**src/rtl/cfg_cell_pkg.sv**
```systemverilog
package cfg_cell_pkg;

  typedef enum logic {
    OUT_BYPASS = 1'b0,
    OUT_REG    = 1'b1
  } out_mode_e;

  function automatic int chain_bits(input int n_in, input int n_out);
    return (2 ** n_in) * n_out + n_out;
  endfunction

endpackage

```
**src/rtl/cfg_rst_sync.sv**
```systemverilog
module cfg_rst_sync #(
  parameter int STAGES = 2
) (
  input  logic clk,
  input  logic arst_n,
  output logic rst_sync_n
);

  logic [STAGES-1:0] sync_q;
  logic [STAGES-1:0] sync_d;

  always_comb begin
    sync_d = {sync_q[STAGES-2:0], 1'b1};
  end

  always_ff @(posedge clk or negedge arst_n) begin
    if (!arst_n) begin
      sync_q <= '0;
    end else begin
      sync_q <= sync_d;
    end
  end

  assign rst_sync_n = sync_q[STAGES-1];

endmodule

```
**src/rtl/cfg_shift_chain.sv**
```systemverilog
module cfg_shift_chain #(
  parameter int LEN = 18
) (
  input  logic           clk,
  input  logic           rst_n,
  input  logic           shift_en,
  input  logic           sdi,
  output logic [LEN-1:0] cfg_q,
  output logic           sdo
);

  logic [LEN-1:0] cfg_d;

  always_comb begin
    if (shift_en) begin
      cfg_d = {cfg_q[LEN-2:0], sdi};
    end else begin
      cfg_d = cfg_q;
    end
  end

  // Configuration storage carries no reset by intent.
  always_ff @(posedge clk) begin
    cfg_q <= cfg_d;
  end

  assign sdo = cfg_q[LEN-1];

  // serial bit enters at position 0
  a_r3_shift_in: assert property (@(posedge clk) disable iff (!rst_n)
    shift_en |=> cfg_q[0] == $past(sdi));

  // far end takes over its neighbour
  a_r3_far_end: assert property (@(posedge clk) disable iff (!rst_n)
    shift_en |=> sdo == $past(cfg_q[LEN-2]));

  // chain frozen without shift enable
  a_r6_cfg_hold: assert property (@(posedge clk) disable iff (!rst_n)
    !shift_en |=> $stable(cfg_q));

endmodule

```
**src/rtl/cfg_lut.sv**
```systemverilog
module cfg_lut #(
  parameter int N_IN  = 3,
  parameter int N_OUT = 2,
  localparam int DEPTH = 2 ** N_IN
) (
  input  logic [N_OUT*DEPTH-1:0] tbl,
  input  logic [N_IN-1:0]        addr,
  output logic [N_OUT-1:0]       lut_y
);

  for (genvar k = 0; k < N_OUT; k++) begin : g_out
    logic [DEPTH-1:0] row;
    assign row      = tbl[k*DEPTH +: DEPTH];
    assign lut_y[k] = row[addr];
  end

endmodule

```
**src/rtl/cfg_out_stage.sv**
```systemverilog
module cfg_out_stage
  import cfg_cell_pkg::*;
(
  input  logic clk,
  input  logic rst_n,
  input  logic hold,
  input  logic d,
  input  logic mode,
  output logic y
);

  logic ff_q;
  logic ff_d;
  logic ff_en;

  assign ff_en = !hold;

  always_comb begin
    if (ff_en) begin
      ff_d = d;
    end else begin
      ff_d = ff_q;
    end
  end

  always_ff @(posedge clk or negedge rst_n) begin
    if (!rst_n) begin
      ff_q <= 1'b0;
    end else begin
      ff_q <= ff_d;
    end
  end

  assign y = (out_mode_e'(mode) == OUT_REG) ? ff_q : d;

  // flip-flop holds while the chain shifts
  a_r6_ff_hold: assert property (@(posedge clk) disable iff (!rst_n)
    hold |=> $stable(ff_q));

  // flip-flop captures the table value
  a_r4_capture: assert property (@(posedge clk) disable iff (!rst_n)
    !hold |=> ff_q == $past(d));

  // flip-flop cleared while reset is in effect
  a_r7_clear: assert property (@(posedge clk)
    !rst_n |-> ff_q == 1'b0);

endmodule

```
**src/rtl/cfg_logic_cell.sv**
```systemverilog
module cfg_logic_cell
  import cfg_cell_pkg::*;
#(
  parameter int N_IN  = 3,
  parameter int N_OUT = 2
) (
  input  logic             clk,
  input  logic             rst_n,
  input  logic             shift_en,
  input  logic             cfg_in,
  output logic             cfg_out,
  input  logic [N_IN-1:0]  lin,
  output logic [N_OUT-1:0] lout
);

  localparam int DEPTH   = 2 ** N_IN;
  localparam int TBL_LEN = DEPTH * N_OUT;
  localparam int LEN     = chain_bits(N_IN, N_OUT);

  logic             rst_sync_n;
  logic [LEN-1:0]   cfg_q;
  logic [N_OUT-1:0] lut_y;

  cfg_rst_sync #(.STAGES(2)) i_rst_sync (
    .clk        (clk),
    .arst_n     (rst_n),
    .rst_sync_n (rst_sync_n)
  );

  cfg_shift_chain #(.LEN(LEN)) i_chain (
    .clk      (clk),
    .rst_n    (rst_n),
    .shift_en (shift_en),
    .sdi      (cfg_in),
    .cfg_q    (cfg_q),
    .sdo      (cfg_out)
  );

  cfg_lut #(.N_IN(N_IN), .N_OUT(N_OUT)) i_lut (
    .tbl   (cfg_q[LEN-1 -: TBL_LEN]),
    .addr  (lin),
    .lut_y (lut_y)
  );

  for (genvar k = 0; k < N_OUT; k++) begin : g_stage
    cfg_out_stage i_stage (
      .clk   (clk),
      .rst_n (rst_sync_n),
      .hold  (shift_en),
      .d     (lut_y[k]),
      .mode  (cfg_q[k]),
      .y     (lout[k])
    );
  end

endmodule

```
**config.mk**
```make
export PLATFORM = sky130hd
export DESIGN_NAME = cfg_logic_cell
export DESIGN_NICKNAME = d
export VERILOG_FILES = /design/src/rtl/cfg_cell_pkg.sv /design/src/rtl/cfg_rst_sync.sv /design/src/rtl/cfg_shift_chain.sv /design/src/rtl/cfg_lut.sv /design/src/rtl/cfg_out_stage.sv /design/src/rtl/cfg_logic_cell.sv
export SDC_FILE = /design/constraint.sdc
export NUM_CORES = 1
export LEC_CHECK = 0
export ABC_AREA = 1
export CAP_MARGIN = 20
export CELL_PAD_IN_SITES_DETAIL_PLACEMENT = 2
export CELL_PAD_IN_SITES_GLOBAL_PLACEMENT = 2
export CORE_MARGIN = 5
export CORE_UTILIZATION = 35
export CTS_BUF_LIST = sky130_fd_sc_hd__clkbuf_16
export DETAILED_ROUTE_END_ITERATION = 16
export DONT_BUFFER_PORTS = 1
export PLACE_DENSITY = 0.79
export SETUP_SLACK_MARGIN = 0.4
export SYNTH_ARGS = -nofsm -noshare
export SYNTH_HDL_FRONTEND = slang
export SYNTH_SLANG_ARGS = --single-unit
```
**constraint.sdc**
```tcl
create_clock -name clk -period 1 [get_ports clk]
set_input_delay 0.05 -clock clk [delete_from_list [all_inputs] [get_ports clk]]
set_output_delay 0.05 -clock clk [all_outputs]
set_load 0.05 [all_outputs]
```
# After elaboration in Yosys (flattened, before gate mapping)
# Cells that the tools add are included.
[classes]
n_mux = 6
order_cmp = 1
[ops]
columns = ["cell", "n"]
rows = [
  ["1-bit binary-select mux with 3-bit select", 2],
  ["3-bit by 4-bit < comparator with 1-bit output, second input constant", 1],
  ["1-bit 2-to-1 mux", 4],
]
[word_totals]
ff_bits = 22
wordCells = 11
input_bits = 7

# Depth between registers and ports, before layout
[depth]
ltp_word = 3
mapped_depth = 9
ltp_nobuf = 7

# Modules after synthesis
# A second synthesis with hierarchy kept.
[unflattened]
cells_unflattened = 94
area_unflattened_um2 = 942.2
[modules_own_cells]
columns = ["mod", "area_per_inst_um2", "cells_each", "seq_area_each_um2", "instances"]
rows = [
  ["cfg_shift_chain", 548.0, 19, 540.5, 1],
  ["cfg_lut", 230.2, 54, 0.0, 1],
  ["cfg_out_stage", 55.1, 9, 25.0, 2],
  ["cfg_rst_sync", 53.8, 3, 50.0, 1],
]

# Worst setup path after synthesis
# Ideal clock, no wire load.
[synth_path]
kind = "register to output"
start = "register i_chain.cfg_q[17]"
end = "output lout[1]"
arrival_time_ns = 1.209
path_buffers = 1
stages_incl_launch_ff = 8
slack_ns = -0.259
path_cell_list = "edfxtp_1 -> inv_1 -> nand2_1 -> nand3_1 -> nand3_1 -> nand3_1 -> nand2_1 -> buf_4"
[synth_between]
elab_chain_len = 3
[synth_lines]
columns = ["item", "line", "text"]
rows = [
  ["start: declaration", "cfg_shift_chain.sv:8", "output logic [LEN-1:0] cfg_q,"],
  ["start signal: assignment", "cfg_shift_chain.sv:24", "cfg_q <= cfg_d;"],
  ["1-bit binary-select mux with 3-bit select", "cfg_lut.sv:14", "assign lut_y[k] = row[addr];"],
  ["1-bit 2-to-1 mux (not written as such)", "cfg_lut.sv:14", ""],
  ["1-bit 2-to-1 mux", "cfg_out_stage.sv:34", "assign y = (out_mode_e'(mode) == OUT_REG) ? ff_q : d;"],
  ["end: declaration", "cfg_logic_cell.sv:13", "output logic [N_OUT-1:0] lout"],
]
# No other way between the ends. The select of a mux whose other input is x is not followed.

# Worst setup path after layout
[layout_path]
start = "register i_chain.cfg_q[4]"
end = "output lout[0]"
# The elaborated chain is that of the path after synthesis.

==> flow_metrics.py <==
metrics = {
    "hold_path": {
        "hp-class": "in2reg",
    },
    "timing": {
        "fmax_mhz": 740,
        "fin_crit_ns": 1.35,
        "timing.final.ws_setup_ns": -0.351,
        "fin_worst_skew_ns": 0.00260,
        "finalHoldViolCount": 20,
        "rsz0062_at_grt": "true",
        "setup_viol": 5,
        "maxSlewViolCount": 0,
        "finalCritPeriodShare": 1.35,
        "setup_tns_ns": -1.02,
        "hold_ws_ns": -0.0981,
    },
    "synthesis": {
        "synthDistinctLibCells": 10,
        "synth_area_per_cell_um2": 10.7,
        "syn_nets": 93,
        "syn_inst": 86,
        "synthesis.area_um2": 918,
        "ys_ff_latch": 22,
        "synth_warnings": 0,
        "synth_seq_area_share": 0.698,
    },
    "power_and_ir_drop": {
        "pwr-share-seq": 0.429,
        "p_clk_frac": 0.437,
        "swShare": 0.207,
        "max-vdd-ir-drop_mv": 1.22,
        "leakagePower_nw": 0.643,
        "intPower_w": 0.00203,
        "power_density_mw_per_mm2": 1860,
        "p_switching_w": 0.000530,
        "comb_power_share": 0.134,
    },
    "grt": {
        "grt_pass1_vias": 759,
        "antenna_found_initial": 0,
        "grt_pass1_wl_um": 3780,
        "grt.busiest_layer": "met2",
        "grtUsageMet3": 0.0440,
        "globalRouteTotalUtil": 0.146,
        "met1_usage": 0.161,
        "grt_util_met2": 0.272,
        "grt_max_degree": 22,
        "grt_overflow_total": 0,
    },
    "worst_setup_path": {
        "arrival_ns": 1.30,
        "critPathKind": "reg2out",
        "end_kind": "output port",
        "critical_path_required_ns": 0.95,
        "cp_max_fo": 2,
        "crit_path_start_kind": "flip-flop",
    },
    "cts": {
        "clk_latency_ns": 0.25,
        "tritoncts": "yes",
        "clock_tree.buffer_depth": 2,
        "root_buffer": "clkbuf_16",
        "cts-htree-levels": 1,
        "numCtsBuffers": 3,
        "path_clk_slew_ns": 0.06,
        "cts_sinks": 22,
        "postCtsHoldBufs": 2,
    },
    "layout": {
        "syn2layout_area_growth_pct": 50.0,
        "final_common_cell": "nand2_1",
        "antennaDiodeCount": 0,
        "finalNetCount": 121,
        "finalNonFillerCells": 143,
        "final_cell_mix": "nand2_1 (24), edfxtp_1 (18), buf_6 (14)",
        "drive_gt1_frac": 0.434,
    },
    "detailed_routing": {
        "vias": 690,
        "ant_nets": 0,
        "routedWlPerCell_um": 18.4,
        "drtIter0Drc": 8,
        "remaining_drc_errors": 0,
        "wirelength_um": 2630,
        "avgViaCountPerCell": 4.83,
        "first_pass_iters": 4,
    },
    "placed_design": {
        "place_congestion": 0.747,
        "dp_cells": 123,
        "io_buffers": 0,
        "dp.final_hpwl_um": 1500,
    },
    "die": {
        "die_area_mm2": 0.00375,
        "core_area_mm2": 0.00250,
        "chipWidth_um": 61.2,
        "die_h_um": 61.2,
        "pin_count": 10,
        "std_cell_rows": 18,
        "initial_core_util": 0.367,
    },
    "outcome": {
        "violations": "negative hold slack, negative setup slack",
        "status": "finished with violations",
    },
    "job": {
        "drv_cap": 0,
    },
}
[path summary, 6_finish.rpt]
kind | slack, ns | end | cells past startpoint | from
setup / recovery | -0.35 | lout[0] | 7 | i_chain.cfg_q[4]
hold / removal | -0.1 | i_chain.cfg_q[2] | 0 | shift_en
min in group asynchronous | 0.02 | i_rst_sync.sync_q[1] | 1 | rst_n
max in group asynchronous | 0.85 | i_rst_sync.sync_q[0] | 1 | rst_n
hold reg to reg | 0.03 | g_stage[1].i_stage.ff_q | 0 | i_rst_sync.sync_q[1]
setup reg to reg | -0.19 | g_stage[1].i_stage.ff_q | 8 | i_chain.cfg_q[17]
[layout make-up]
cell class	count	area (um^2)
fillers	256	1120
repair buffers	26	278
clock inverters	1	30.0
clock buffers	3	75.1
flip-flops and latches	22	641
inverters	18	72.6
well taps	30	37.5
multi-input cells	43	244
[metrics by stage]
| stage | power, W | utilization | hold slack, ns | setup slack (ns) | area (um^2) |
|---|---|---|---|---|---|
| 2_1_floorplan | 0.00126 | - | -0.246 | -0.240 | 926 |
| 3_3_place_gp | 0.00132 | 0.412 | -0.246 | -0.0478 | 1030 |
| 3_5_place_dp | 0.00134 | 0.412 | -0.246 | -0.121 | 1030 |
| 4_1_cts | 0.00253 | 0.505 | -0.102 | -0.338 | 1260 |
| 5_1_grt | 0.00266 | 0.551 | -0.115 | -0.427 | 1380 |
| 6_report | 0.00256 | 0.551 | -0.0981 | -0.351 | 1380 |
[sequential cells by signal (all words and copies together) (netlist names)]
signal,count
i_rst_sync.sync_q,2
i_chain.cfg_q,18
g_stage.i_stage.ff_q,2
[cell usage after synthesis]
cell type,number,area (um^2)
buf_4,2,15.0
buf_6,1,11.3
conb_1,1,3.75
dfrtp_1,4,100
edfxtp_1,18,541
inv_1,12,45.0
inv_2,5,18.8
inv_6,1,8.76
nand2_1,28,105
nand3_1,14,70.1
[cell families (layout without fill, tap and decap cells)]
group	Yosys count	count (layout)	share of synthesized area
simple gates	42	42	0.191
buf+inv	21	48	0.108
flops	22	22	0.698
other cells	1	1	0.00408
[power groups by stage]
stage | Sequential, W | Clock (W) | Combinational [W]
CTS | 0.00109 | 0.00115 | 0.000284
floorplan | 0.00111 | 0 | 0.000152
detailed placement | 0.00111 | 0 | 0.000227
global placement | 0.00111 | 0 | 0.000216
global route | 0.00110 | 0.00119 | 0.000366
finish | 0.00110 | 0.00112 | 0.000343
[critical path: stages, from the launching register on]
cell and delay [ns]:
edfxtp_1 0.45, inv_2 0.07, nand2_1 0.07, nand3_2 0.08
nand3_2 0.09, nand3_2 0.07, nand2_2 0.06, buf_12 0.15
[repair_timing]
| item | 4_1_cts | 5_1_grt |
|---|---|---|
| setup endpoints to repair | 22 | 22 |
| pin swaps | 3 | 9 |
| gates cloned | 0 | 0 |
| hold endpoints to repair | 23 | 20 |
| gates resized for setup | 17 | 12 |
| buffers inserted | 5 | 9 |
[metal layers]
layer	vias up	wire, um	share of wire
met1	344	987	0.38
li1	321	-	-
met2	17	1480	0.56
met3	8	90	0.034
met4	0	66	0.025
met5	-	0	0
Note: power is estimated with default switching activity, not from simulation.
